$ cat config.mk
export PLATFORM = sky130hd
export DESIGN_NAME = alu_decode_unit
export DESIGN_NICKNAME = d
export VERILOG_FILES = /design/src/rtl/alu_dec_pkg.sv /design/src/rtl/alu_field_decoder.sv /design/src/rtl/alu_shifter.sv /design/src/rtl/alu_exec.sv /design/src/rtl/alu_decode_unit.sv
export SDC_FILE = /design/constraint.sdc
export NUM_CORES = 1
export LEC_CHECK = 0
export BUFFER_PORTS_ARGS = -buffer_cell sky130_fd_sc_hd__buf_2
export CAP_MARGIN = 15
export CORE_AREA = 2 2 161 226
export CTS_CLUSTER_SIZE = 40
export DETAILED_ROUTE_END_ITERATION = 6
export DIE_AREA = 0 0 163 228
export PLACE_DENSITY = 0.54
export SYNTH_ARGS = -nofsm -noshare
export SYNTH_HDL_FRONTEND = slang
export SYNTH_HIERARCHICAL = 1
export SYNTH_SLANG_ARGS = --single-unit
$ cat constraint.sdc
create_clock -name clk -period 5.5 [get_ports clk]
set_clock_uncertainty 0.05 [all_clocks]
set_input_delay 0.55 -clock clk [delete_from_list [all_inputs] [get_ports clk]]
set_output_delay 0.55 -clock clk [all_outputs]
set_load 0.005 [all_outputs]
$ cat src/rtl/alu_dec_pkg.sv
package alu_dec_pkg;

  localparam int INSTR_W = 32;
  localparam int RIDX_W  = 5;
  localparam int IMM_W   = 16;
  localparam int JIMM_W  = 26;

  // primary opcodes
  localparam logic [5:0] OPC_RTYPE = 6'h00;
  localparam logic [5:0] OPC_ADDI  = 6'h08;
  localparam logic [5:0] OPC_ADDIU = 6'h09;
  localparam logic [5:0] OPC_SLTI  = 6'h0A;
  localparam logic [5:0] OPC_SLTIU = 6'h0B;
  localparam logic [5:0] OPC_ANDI  = 6'h0C;
  localparam logic [5:0] OPC_ORI   = 6'h0D;
  localparam logic [5:0] OPC_XORI  = 6'h0E;
  localparam logic [5:0] OPC_LUI   = 6'h0F;

  // function codes of the register format
  localparam logic [5:0] FN_SLL  = 6'h00;
  localparam logic [5:0] FN_SRL  = 6'h02;
  localparam logic [5:0] FN_SRA  = 6'h03;
  localparam logic [5:0] FN_SLLV = 6'h04;
  localparam logic [5:0] FN_SRLV = 6'h06;
  localparam logic [5:0] FN_SRAV = 6'h07;
  localparam logic [5:0] FN_ADD  = 6'h20;
  localparam logic [5:0] FN_ADDU = 6'h21;
  localparam logic [5:0] FN_SUB  = 6'h22;
  localparam logic [5:0] FN_SUBU = 6'h23;
  localparam logic [5:0] FN_AND  = 6'h24;
  localparam logic [5:0] FN_OR   = 6'h25;
  localparam logic [5:0] FN_XOR  = 6'h26;
  localparam logic [5:0] FN_NOR  = 6'h27;
  localparam logic [5:0] FN_SLT  = 6'h2A;
  localparam logic [5:0] FN_SLTU = 6'h2B;

  typedef enum logic [3:0] {
    OP_NONE, OP_ADD, OP_SUB, OP_AND, OP_OR, OP_XOR, OP_NOR,
    OP_SLL, OP_SRL, OP_SRA, OP_SLT, OP_SLTU, OP_LUI
  } alu_op_e;

  typedef struct packed {
    alu_op_e            op;
    logic               legal;     // executed by this block
    logic               use_imm;   // second operand from immediate
    logic               imm_sext;  // sign-extend the immediate
    logic               var_shift; // shift count from op_a
    logic               trap_en;   // signed overflow raises a trap
    logic [RIDX_W-1:0]  dest;
    logic [4:0]         shamt;
    logic [IMM_W-1:0]   imm;
  } alu_ctl_t;

endpackage

$ cat src/rtl/alu_field_decoder.sv
module alu_field_decoder
  import alu_dec_pkg::*;
(
  input  logic [INSTR_W-1:0] instr,
  output alu_ctl_t           ctl,
  output logic [RIDX_W-1:0]  rs_f,
  output logic [RIDX_W-1:0]  rt_f,
  output logic [JIMM_W-1:0]  jimm_f
);

  logic [5:0] opc;
  logic [5:0] fn;

  assign opc    = instr[31:26];
  assign fn     = instr[5:0];
  assign rs_f   = instr[25:21];
  assign rt_f   = instr[20:16];
  assign jimm_f = instr[25:0];

  always_comb begin
    ctl           = '0;
    ctl.op        = OP_NONE;
    ctl.shamt     = instr[10:6];
    ctl.imm       = instr[15:0];
    ctl.dest      = (opc == OPC_RTYPE) ? instr[15:11] : instr[20:16];
    if (opc == OPC_RTYPE) begin
      ctl.legal = 1'b1;
      case (fn)
        FN_ADD:  begin ctl.op = OP_ADD; ctl.trap_en = 1'b1; end
        FN_ADDU: ctl.op = OP_ADD;
        FN_SUB:  begin ctl.op = OP_SUB; ctl.trap_en = 1'b1; end
        FN_SUBU: ctl.op = OP_SUB;
        FN_AND:  ctl.op = OP_AND;
        FN_OR:   ctl.op = OP_OR;
        FN_XOR:  ctl.op = OP_XOR;
        FN_NOR:  ctl.op = OP_NOR;
        FN_SLT:  ctl.op = OP_SLT;
        FN_SLTU: ctl.op = OP_SLTU;
        FN_SLL:  ctl.op = OP_SLL;
        FN_SRL:  ctl.op = OP_SRL;
        FN_SRA:  ctl.op = OP_SRA;
        FN_SLLV: begin ctl.op = OP_SLL; ctl.var_shift = 1'b1; end
        FN_SRLV: begin ctl.op = OP_SRL; ctl.var_shift = 1'b1; end
        FN_SRAV: begin ctl.op = OP_SRA; ctl.var_shift = 1'b1; end
        default: ctl.legal = 1'b0;
      endcase
    end else begin
      ctl.legal   = 1'b1;
      ctl.use_imm = 1'b1;
      case (opc)
        OPC_ADDI:  begin ctl.op = OP_ADD; ctl.imm_sext = 1'b1; ctl.trap_en = 1'b1; end
        OPC_ADDIU: begin ctl.op = OP_ADD; ctl.imm_sext = 1'b1; end
        OPC_SLTI:  begin ctl.op = OP_SLT; ctl.imm_sext = 1'b1; end
        OPC_SLTIU: ctl.op = OP_SLTU;
        OPC_ANDI:  ctl.op = OP_AND;
        OPC_ORI:   ctl.op = OP_OR;
        OPC_XORI:  ctl.op = OP_XOR;
        OPC_LUI:   ctl.op = OP_LUI;
        default:   begin ctl.legal = 1'b0; ctl.use_imm = 1'b0; end
      endcase
    end
  end

endmodule

$ cat src/rtl/alu_shifter.sv
module alu_shifter #(
  parameter int DATA_W = 32,
  localparam int SHW   = $clog2(DATA_W)
) (
  input  logic [DATA_W-1:0] din,
  input  logic [SHW-1:0]    amt,
  input  logic              left,
  input  logic              arith,
  output logic [DATA_W-1:0] dout
);

  logic              fill;
  logic [DATA_W-1:0] stg [SHW+1];

  assign fill   = arith & din[DATA_W-1];
  assign stg[0] = din;

  // logarithmic stages: stage s moves by 2**s when amt[s] is set
  for (genvar s = 0; s < SHW; s++) begin : g_stage
    localparam int STEP = 1 << s;
    assign stg[s+1] = !amt[s] ? stg[s] :
                      left    ? {stg[s][DATA_W-1-STEP:0], {STEP{1'b0}}} :
                                {{STEP{fill}}, stg[s][DATA_W-1:STEP]};
  end

  assign dout = stg[SHW];

endmodule

$ cat src/rtl/alu_exec.sv
module alu_exec
  import alu_dec_pkg::*;
#(
  parameter int DATA_W = 32,
  localparam int SHW   = $clog2(DATA_W)
) (
  input  alu_ctl_t          ctl,
  input  logic [DATA_W-1:0] op_a,
  input  logic [DATA_W-1:0] op_b,
  output logic [DATA_W-1:0] res,
  output logic              ovf
);

  localparam int MSB = DATA_W - 1;

  logic [DATA_W-1:0] imm_ext;
  logic [DATA_W-1:0] opnd_b;
  logic [DATA_W-1:0] b_eff;
  logic              subtract;
  logic [DATA_W:0]   sum;
  logic              ovf_raw;
  logic              lt_s;
  logic              lt_u;
  logic [SHW-1:0]    sh_amt;
  logic [DATA_W-1:0] sh_out;

  assign imm_ext  = ctl.imm_sext ? {{(DATA_W-IMM_W){ctl.imm[IMM_W-1]}}, ctl.imm}
                                 : {{(DATA_W-IMM_W){1'b0}}, ctl.imm};
  assign opnd_b   = ctl.use_imm ? imm_ext : op_b;
  assign subtract = (ctl.op == OP_SUB) || (ctl.op == OP_SLT) || (ctl.op == OP_SLTU);
  assign b_eff    = subtract ? ~opnd_b : opnd_b;

  // one adder serves add, subtract and both compares
  assign sum      = {1'b0, op_a} + {1'b0, b_eff} + {{DATA_W{1'b0}}, subtract};
  assign ovf_raw  = (op_a[MSB] == b_eff[MSB]) && (sum[MSB] != op_a[MSB]);
  assign lt_s     = sum[MSB] ^ ovf_raw;
  assign lt_u     = ~sum[DATA_W];
  assign ovf      = ctl.trap_en & ovf_raw;

  assign sh_amt   = ctl.var_shift ? op_a[SHW-1:0] : SHW'(ctl.shamt);

  alu_shifter #(.DATA_W(DATA_W)) u_shift (
    .din   (op_b),
    .amt   (sh_amt),
    .left  (ctl.op == OP_SLL),
    .arith (ctl.op == OP_SRA),
    .dout  (sh_out)
  );

  always_comb begin
    case (ctl.op)
      OP_ADD, OP_SUB: res = sum[DATA_W-1:0];
      OP_AND:         res = op_a & opnd_b;
      OP_OR:          res = op_a | opnd_b;
      OP_XOR:         res = op_a ^ opnd_b;
      OP_NOR:         res = ~(op_a | opnd_b);
      OP_SLL, OP_SRL, OP_SRA: res = sh_out;
      OP_SLT:         res = {{(DATA_W-1){1'b0}}, lt_s};
      OP_SLTU:        res = {{(DATA_W-1){1'b0}}, lt_u};
      OP_LUI:         res = {ctl.imm, {(DATA_W-IMM_W){1'b0}}};
      default:        res = '0;
    endcase
  end

endmodule

$ cat src/rtl/alu_decode_unit.sv
module alu_decode_unit
  import alu_dec_pkg::*;
#(
  parameter int DATA_W = 32
) (
  input  logic                clk,
  input  logic                rst,
  input  logic                in_valid,
  input  logic [INSTR_W-1:0]  instr,
  input  logic [DATA_W-1:0]   op_a,
  input  logic [DATA_W-1:0]   op_b,
  output logic                out_valid,
  output logic [DATA_W-1:0]   result,
  output logic [RIDX_W-1:0]   dest_idx,
  output logic                wr_en,
  output logic                ovf_trap,
  output logic                unsupported,
  output logic [RIDX_W-1:0]   src_a_idx,
  output logic [RIDX_W-1:0]   src_b_idx,
  output logic [JIMM_W-1:0]   jump_imm
);

  alu_ctl_t          ctl;
  logic [RIDX_W-1:0] rs_f;
  logic [RIDX_W-1:0] rt_f;
  logic [JIMM_W-1:0] jimm_f;
  logic [DATA_W-1:0] res_c;
  logic              ovf_c;

  alu_field_decoder u_dec (
    .instr  (instr),
    .ctl    (ctl),
    .rs_f   (rs_f),
    .rt_f   (rt_f),
    .jimm_f (jimm_f)
  );

  alu_exec #(.DATA_W(DATA_W)) u_exec (
    .ctl  (ctl),
    .op_a (op_a),
    .op_b (op_b),
    .res  (res_c),
    .ovf  (ovf_c)
  );

  always_ff @(posedge clk) begin
    if (rst) begin
      out_valid   <= 1'b0;
      result      <= '0;
      dest_idx    <= '0;
      wr_en       <= 1'b0;
      ovf_trap    <= 1'b0;
      unsupported <= 1'b0;
      src_a_idx   <= '0;
      src_b_idx   <= '0;
      jump_imm    <= '0;
    end else begin
      out_valid   <= in_valid;
      wr_en       <= in_valid & ctl.legal & ~ovf_c;
      ovf_trap    <= in_valid & ctl.legal & ovf_c;
      unsupported <= in_valid & ~ctl.legal;
      if (in_valid) begin
        result    <= res_c;
        dest_idx  <= ctl.dest;
        src_a_idx <= rs_f;
        src_b_idx <= rt_f;
        jump_imm  <= jimm_f;
      end
    end
  end

  AST_VALID_FOLLOWS: assert property (@(posedge clk) disable iff (rst)
    in_valid |=> out_valid);
  AST_IDLE_QUIET: assert property (@(posedge clk) disable iff (rst)
    !in_valid |=> !out_valid && !wr_en && !ovf_trap && !unsupported);
  AST_TRAP_BLOCKS_WRITE: assert property (@(posedge clk) disable iff (rst)
    ovf_trap |-> !wr_en);
  AST_UNSUP_NO_WRITE: assert property (@(posedge clk) disable iff (rst)
    unsupported |-> !wr_en && !ovf_trap);
  AST_WRAP_NO_TRAP: assert property (@(posedge clk) disable iff (rst)
    in_valid && (instr[31:26] == OPC_ADDIU ||
                 (instr[31:26] == OPC_RTYPE && (instr[5:0] == FN_ADDU || instr[5:0] == FN_SUBU)))
    |=> !ovf_trap);
  AST_LUI_LOW_ZERO: assert property (@(posedge clk) disable iff (rst)
    in_valid && instr[31:26] == OPC_LUI |=> result[15:0] == '0);
  AST_SLT_IS_BIT: assert property (@(posedge clk) disable iff (rst)
    in_valid && instr[31:26] == OPC_RTYPE && (instr[5:0] == FN_SLT || instr[5:0] == FN_SLTU)
    |=> result[DATA_W-1:1] == '0);

endmodule

Yosys cells after proc, flatten, opt, wreduce, memory -nomap -nowiden

Cells that the tools add are included.

Bits in registers: 77
Bits in latches: 0
Bits in writable memories: 0
ROM bits: 0
Bits of input ports: 99
Output and inout bits: 77
Logic and storage cells: 109
Memories kept: 0

Add/subtract/negate cells: 2
Multipliers: 0
Div/mod/pow operators: 0
Magnitude comparators: 0
Equal/unequal tests: 37
Shift operators: 0
Muxes and demuxes: 28
Bitwise gates (word level): 15
Reductions and logical operators: 18

Operators by type and width:

| cell                                                                  | count |
|---|---|
| 32-bit 2-to-1 mux                                                     | 13 |
| 32-bit case mux with 9 select lines                                   | 1 |
| 32-bit inverter                                                       | 2 |
| 6-bit equality test, second input constant                            | 10 |
| 6-bit by 4-bit equality test with 1-bit output, second input constant | 8 |
| 4-bit case mux with 11 select lines                                   | 1 |
| 32-bit by 32-bit adder with 33-bit output                             | 1 |
| 33-bit by 1-bit adder with 33-bit output                              | 1 |
| 32-bit AND                                                            | 1 |
| 32-bit OR                                                             | 1 |
| 32-bit bitwise XOR                                                    | 1 |
| 4-bit case mux with 7 select lines                                    | 1 |
| 4-bit equality test, second input constant                            | 5 |
| 6-bit by 3-bit equality test with 1-bit output, second input constant | 3 |
| 4-bit by 3-bit equality test with 1-bit output, second input constant | 4 |
| 16-bit OR reduction                                                   | 1 |
| 2-bit OR reduction                                                    | 8 |
| 5-bit 2-to-1 mux                                                      | 3 |
| 6-bit by 2-bit equality test with 1-bit output, second input constant | 2 |
| 6-bit zero test                                                       | 2 |
| 3-bit OR reduction                                                    | 3 |
| 4-bit by 2-bit equality test with 1-bit output, second input constant | 2 |
| 8-bit OR reduction                                                    | 1 |
| 1-bit 2-to-1 mux                                                      | 7 |
| 9 further kinds                                                       | 18 |

Depth between registers and ports, before layout

Word-level depth: 17
Gate-level depth with buffers: 23
Depth with buffers taken out: 20

Cells and area by module

Netlist, hierarchy kept.

By module, submodules not included:

| module            | instances | cells each | area each (sq um) | sequential area each (sq um) |
|---|---|---|---|---|
| alu_exec          | 1         | 629        | 4,677.0           | 0.0 |
| alu_shifter       | 1         | 588        | 3,991.3           | 0.0 |
| alu_decode_unit   | 1         | 243        | 2,772.7           | 1,541.5 |
| alu_field_decoder | 1         | 105        | 755.7             | 0.0 |

Least setup slack after synthesis

Ideal clock, no wire load.

Path type: in2reg
From: input instr[27]
To: register result[0]
Library setup time: 0.117 ns
Arrival: 5.442 ns
Required time: 5.333 ns
Setup slack: -0.109 ns
Cell stages on the path: 21
Buffers on the path: 3
Cells stage by stage: or3_4 -> or4_4 -> buf_6 -> or3_4 -> o22ai_1 -> nand2b_1 -> nor2_1 -> buf_6 -> buf_6 -> mux2_2 -> mux4_2 -> nor2_1 -> o31ai_1 -> nand2_1 -> o311ai_0 -> a222oi_1 -> o211ai_1 -> a311o_1 -> or4_1 -> mux2i_1 -> nor2_1

RTL lines:

| element              | line                  | source |
|---|---|---|
| start, declared      | alu_decode_unit.sv:9  | `input logic [INSTR_W-1:0] instr,` |
| end signal, assigned | alu_decode_unit.sv:63 | `result <= res_c;` |
| end, declared        | alu_decode_unit.sv:13 | `output logic [DATA_W-1:0] result,` |

==> results list <==
- Antenna viol nets, final: 0
* Number of buffers added on ports: 175
* Number of H-tree levels: 3
- Area of placed instances: roughly 15,000 sq um
- Entering global routing, the biggest net connects 75 pins.
- In this run, distinct cell masters in the synthesized netlist total 107.
- Setup violators final: 0
- Switch Pwr: 1.02 mW
* Commonest cells after routing, fill and taps aside: sky130_fd_sc_hd__buf_4 (249), sky130_fd_sc_hd__nor2_1 (198), sky130_fd_sc_hd__buf_2 (174)
- Wire length of the first global-routing pass: between 80 and 90 mm
* Async S/R FF share, synth: 0%
- The clock network accounts for a little under a quarter of the total power.
* Sequential group share of total power: 24.1%
- Global routing used between 20% and 30% of the available tracks across all layers.
- Register cell area after layout: between 1500 and 2000 sq um
- For this configuration, the core starts out at a cell density of between 30% and 40%.
- CP Cell Sequence: buf_2, or3_4, or4_4, or2_1, o22ai_1, buf_4, nand3b_1, xnor2_1, buf_4, inv_1, fa_1, and2b_1, o2111ai_2, a21boi_4, a31oi_4, o31ai_4, a41oi_4, o21ai_2, nor2_1, or4_1, mux2i_1, nor2_1
- After layout, the worst path uses a little under 100% of the clock period.
- Counting every net in the synthesized netlist gives roughly 1,800.
- After clock tree synthesis, the clock-pin slew on the worst setup and hold paths is around 0.070 ns.
- Net switching is 41.0% of the power.
- After global routing the overflow that remains totals 0.
- Count of unresolved DRC violations after routing: 5
- The number of antenna violations at the first check in global routing was 2.
* Final hold violation count: 0
- For this design, the slowest cell found on the critical path is sky130_fd_sc_hd__or4_1.
- Number of max-slew violations in the final report: 0
- Sum of routed wire length over all layers: approximately 57 mm
- Across the run, the number of max-cap violations was 0.
- Setup repair after global routing missed its margin: true
* Via count of the first global-routing pass: ~13,000
- Area of all placed cells without fillers: between 10,000 and 15,000 sq um
* # nets final: slightly above 2,000
- Dividing the detail-routed via count by the number of cells gives 5.83.
- The design draws ~2.5 mW.
* Power density normalized to cell area: 168 nW/um^2
- Final non-filler cell total: ~2,300
- TritonCTS sink count: 77
- At the end of routability-driven placement, the weighted congestion stood at 0.998.
- The tree is rooted in a sky130_fd_sc_hd__clkbuf_16.
* Internal portion of total power: 1.47 mW
- STA puts the critical path data required time at 5.66 ns.
* Post-layout min period: roughly 5.3 ns
- Floorplan row count: around 80
- The synthesized design contains 77 register bits.
* Data arrival at the endpoint of the critical path: about 5.5 ns
- Inst Count DP: around 2,300
- Slew at the pin closest to its max-slew limit: 1.13 ns
- Hold Crit Class: in2reg
- Combinational logic is responsible for between 50 and 60% of the overall power.
- In this run the cell area of the synthesized design comes to between 10,000 and 15,000 sq um.
* Number of filler cells placed in the layout: 3,709
- Total vias in the final route: around 13,000
- Clock tree from TritonCTS: built
- Of all nets on the critical path, the largest fanout is 5.
- Count of buffer and inverter cells on the critical path: 4
- Total CTS buffers: 9
- Cells fill between 40% and 50% of the core in the end.
- The run finished, with violations left.
- Layout cells sized above 1: 30.3%
* Maximum count of clock buffers along a single path: 2
- From synthesis to final layout, the design area changed by 21.5%.
- HPWL after detailed placement: 45.4 mm
* Die Span X: between 150 and 200 microns
* Commonest non-fill, non-tap cell in the layout: sky130_fd_sc_hd__buf_4
- The worst-case IR drop observed on VDD is 0.000237 V.
* Family with the most delay on the worst path: simple AND/OR/NAND/NOR gates
- In this run the register-to-register setup slack is between 4 and 5 ns.
- Syn avg cell area: slightly below 8 sq um
- WS Path Type: in2reg
* Die Area: 37,200 sq um
- Dividing the detail-routed wire length by the instance count gives between 20 and 25 microns.
- The worst setup path is captured at a flop.
* Maximum achievable frequency: approximately 0.19 GHz
* Synthesized instance count: approximately 1,600
- Drt pass-1 iters: 7
- Largest stage delay, worst path: about 0.52 ns
- The later pin in the worst-skew pair is clocked with a latency of about 0.34 ns.
- In this run, the number of DRC markers left after iteration 0 of detailed routing was around 1,200.
* Element type at the critical path start: primary input
- Number of warnings issued by yosys: 6
- During I/O placement, the number of pins put on the boundary was around 180.
- The worst pin sits at a relative slew slack of 24.2%.
- Yosys mapped a number of flops with a built-in enable equal to 0.
* Placeable core area: between 30,000 and 40,000 sq um
- Most common flop cell mapped by yosys: sky130_fd_sc_hd__dfxtp_1
- The analysis attributes to cell leakage a power of 6.75 nW.
- Seq/Total Area, Yosys: 12.6%
- Vertical die dimension: 228 microns
- Summing all multi-input logic gate instances after layout gives between 9000 and 10,000 sq um.
- Violations in the final reports: design-rule violations
==> power by group through the flow <==
stage          Combinational, mW  Clock, mW  Sequential [mW]
2_1_floorplan              0.751          0            0.615
3_3_place_gp                1.29          0            0.612
3_5_place_dp                1.29          0            0.612
4_1_cts                     1.29      0.587            0.600
5_1_grt                     1.41      0.603            0.604
6_report                    1.31      0.570            0.600
==> Yosys cell counts, types with 8 or more instances <==
master                     count  area share, %
sky130_fd_sc_hd__a21oi_1     106            4.3
sky130_fd_sc_hd__nand2b_1     20            1.0
sky130_fd_sc_hd__mux2i_1     136             11
sky130_fd_sc_hd__a21o_1       12           0.74
sky130_fd_sc_hd__buf_4        63            3.9
sky130_fd_sc_hd__o21ai_0      69            2.8
sky130_fd_sc_hd__o221ai_1      8           0.57
sky130_fd_sc_hd__a221oi_1     21            1.5
sky130_fd_sc_hd__buf_12       10            1.6
sky130_fd_sc_hd__nor2b_1      11           0.56
sky130_fd_sc_hd__mux4_2       16            3.0
sky130_fd_sc_hd__a222oi_1     31            2.5
sky130_fd_sc_hd__clkbuf_1     55            1.7
sky130_fd_sc_hd__xnor2_1      29            2.1
sky130_fd_sc_hd__inv_1        87            2.7
sky130_fd_sc_hd__dfxtp_1      77             13
sky130_fd_sc_hd__nand2_1      94            2.9
sky130_fd_sc_hd__nor3_1       21           0.86
sky130_fd_sc_hd__o22ai_1      27            1.4
sky130_fd_sc_hd__ha_1         96            9.8
sky130_fd_sc_hd__xor2_1       30            2.2
sky130_fd_sc_hd__nor2_1      201            6.2
sky130_fd_sc_hd__buf_1         8           0.25
sky130_fd_sc_hd__a31oi_1      17           0.87
sky130_fd_sc_hd__mux2_2       49            4.5
sky130_fd_sc_hd__nand3_1      18           0.74
sky130_fd_sc_hd__buf_6        11            1.0
sky130_fd_sc_hd__a211oi_1     32            2.0
sky130_fd_sc_hd__buf_2        15           0.62
sky130_fd_sc_hd__o211ai_1     40            2.5
==> worst reg2reg max path, stage by stage, from the launching register on <==
cell	delay, ns
sky130_fd_sc_hd__dfxtp_1	0.35
sky130_fd_sc_hd__mux2i_1	0.13
sky130_fd_sc_hd__nor2_1	0.05
==> timing repair <==
action	in CTS	in global routing
setup buffers	0	0
hold endpoints to repair	0	0
endpoints found under the setup margin	0	11
resized for setup	0	7
hold buffers	0	0
==> routing by layer <==
layer,up-vias,routed length [microns],part of all wire [%],global-route usage (%)
met1,6440,21400,38,34.1
met5,-,13,0.023,0
met4,2,4750,8.4,21.8
met3,169,3210,5.6,3.40
met2,606,27400,48,51.1
li1,6235,-,-,-
==> kinds of logic after synthesis <==
| kind of cell | Yosys count | synth area share (%) |
|---|---|---|
| and+or+nand+nor | 416 | 15.4 |
| muxes | 203 | 18.9 |
| AOI/OAI and AO/OA | 455 | 26.4 |
| adders and majority gates | 97 | 10.0 |
| DFF | 77 | 12.6 |
| xor gates and xnor gates | 59 | 4.24 |
| buffers and inverters | 258 | 12.4 |
==> registers in the layout, summed over array words and instances (netlist names) <==
signal       count
src_a_idx        5
result          32
dest_idx         5
ovf_trap         1
unsupported      1
jump_imm        26
wr_en            1
src_b_idx        5
out_valid        1
==> area by class of cell <==
type | instances | share of cell area [%]
Inverter | 90 | 2.28
Sequential cell | 77 | 10.4
Clock inverter | 4 | 0.211
Clock buffer | 12 | 1.66
Antenna cell | 1 | 0.0169
Multi-Input combinational cell | 1231 | 62.2
Timing Repair Buffer | 430 | 19.3
Tap cell | 462 | 3.90
==> metrics by stage <==
step                      TNS, ns  worst slack (ns)  hold slack (ns)
after floorplan                 0            0.0275            0.435
after global placement      -1.58            -0.206            0.418
after detailed placement    -2.19            -0.244            0.427
after CTS                       0             0.123            0.393
after global routing      -0.0151           -0.0105            0.419
final                           0             0.161            0.403
==> worst paths after layout <==
| path | start | to | cells past startpoint |
|---|---|---|---|
| worst min-delay path | instr[23] | src_a_idx[2]$_SDFFE_PP0P_ | 3 |
| worst min register to register | src_b_idx[4]$_SDFFE_PP0P_ | src_b_idx[4]$_SDFFE_PP0P_ | 2 |
| worst max-delay path | instr[27] | result[0]$_SDFFE_PP0P_ | 22 |
| worst max register to register | result[6]$_SDFFE_PP0P_ | result[6]$_SDFFE_PP0P_ | 2 |
(Power assumes the default switching activity.)
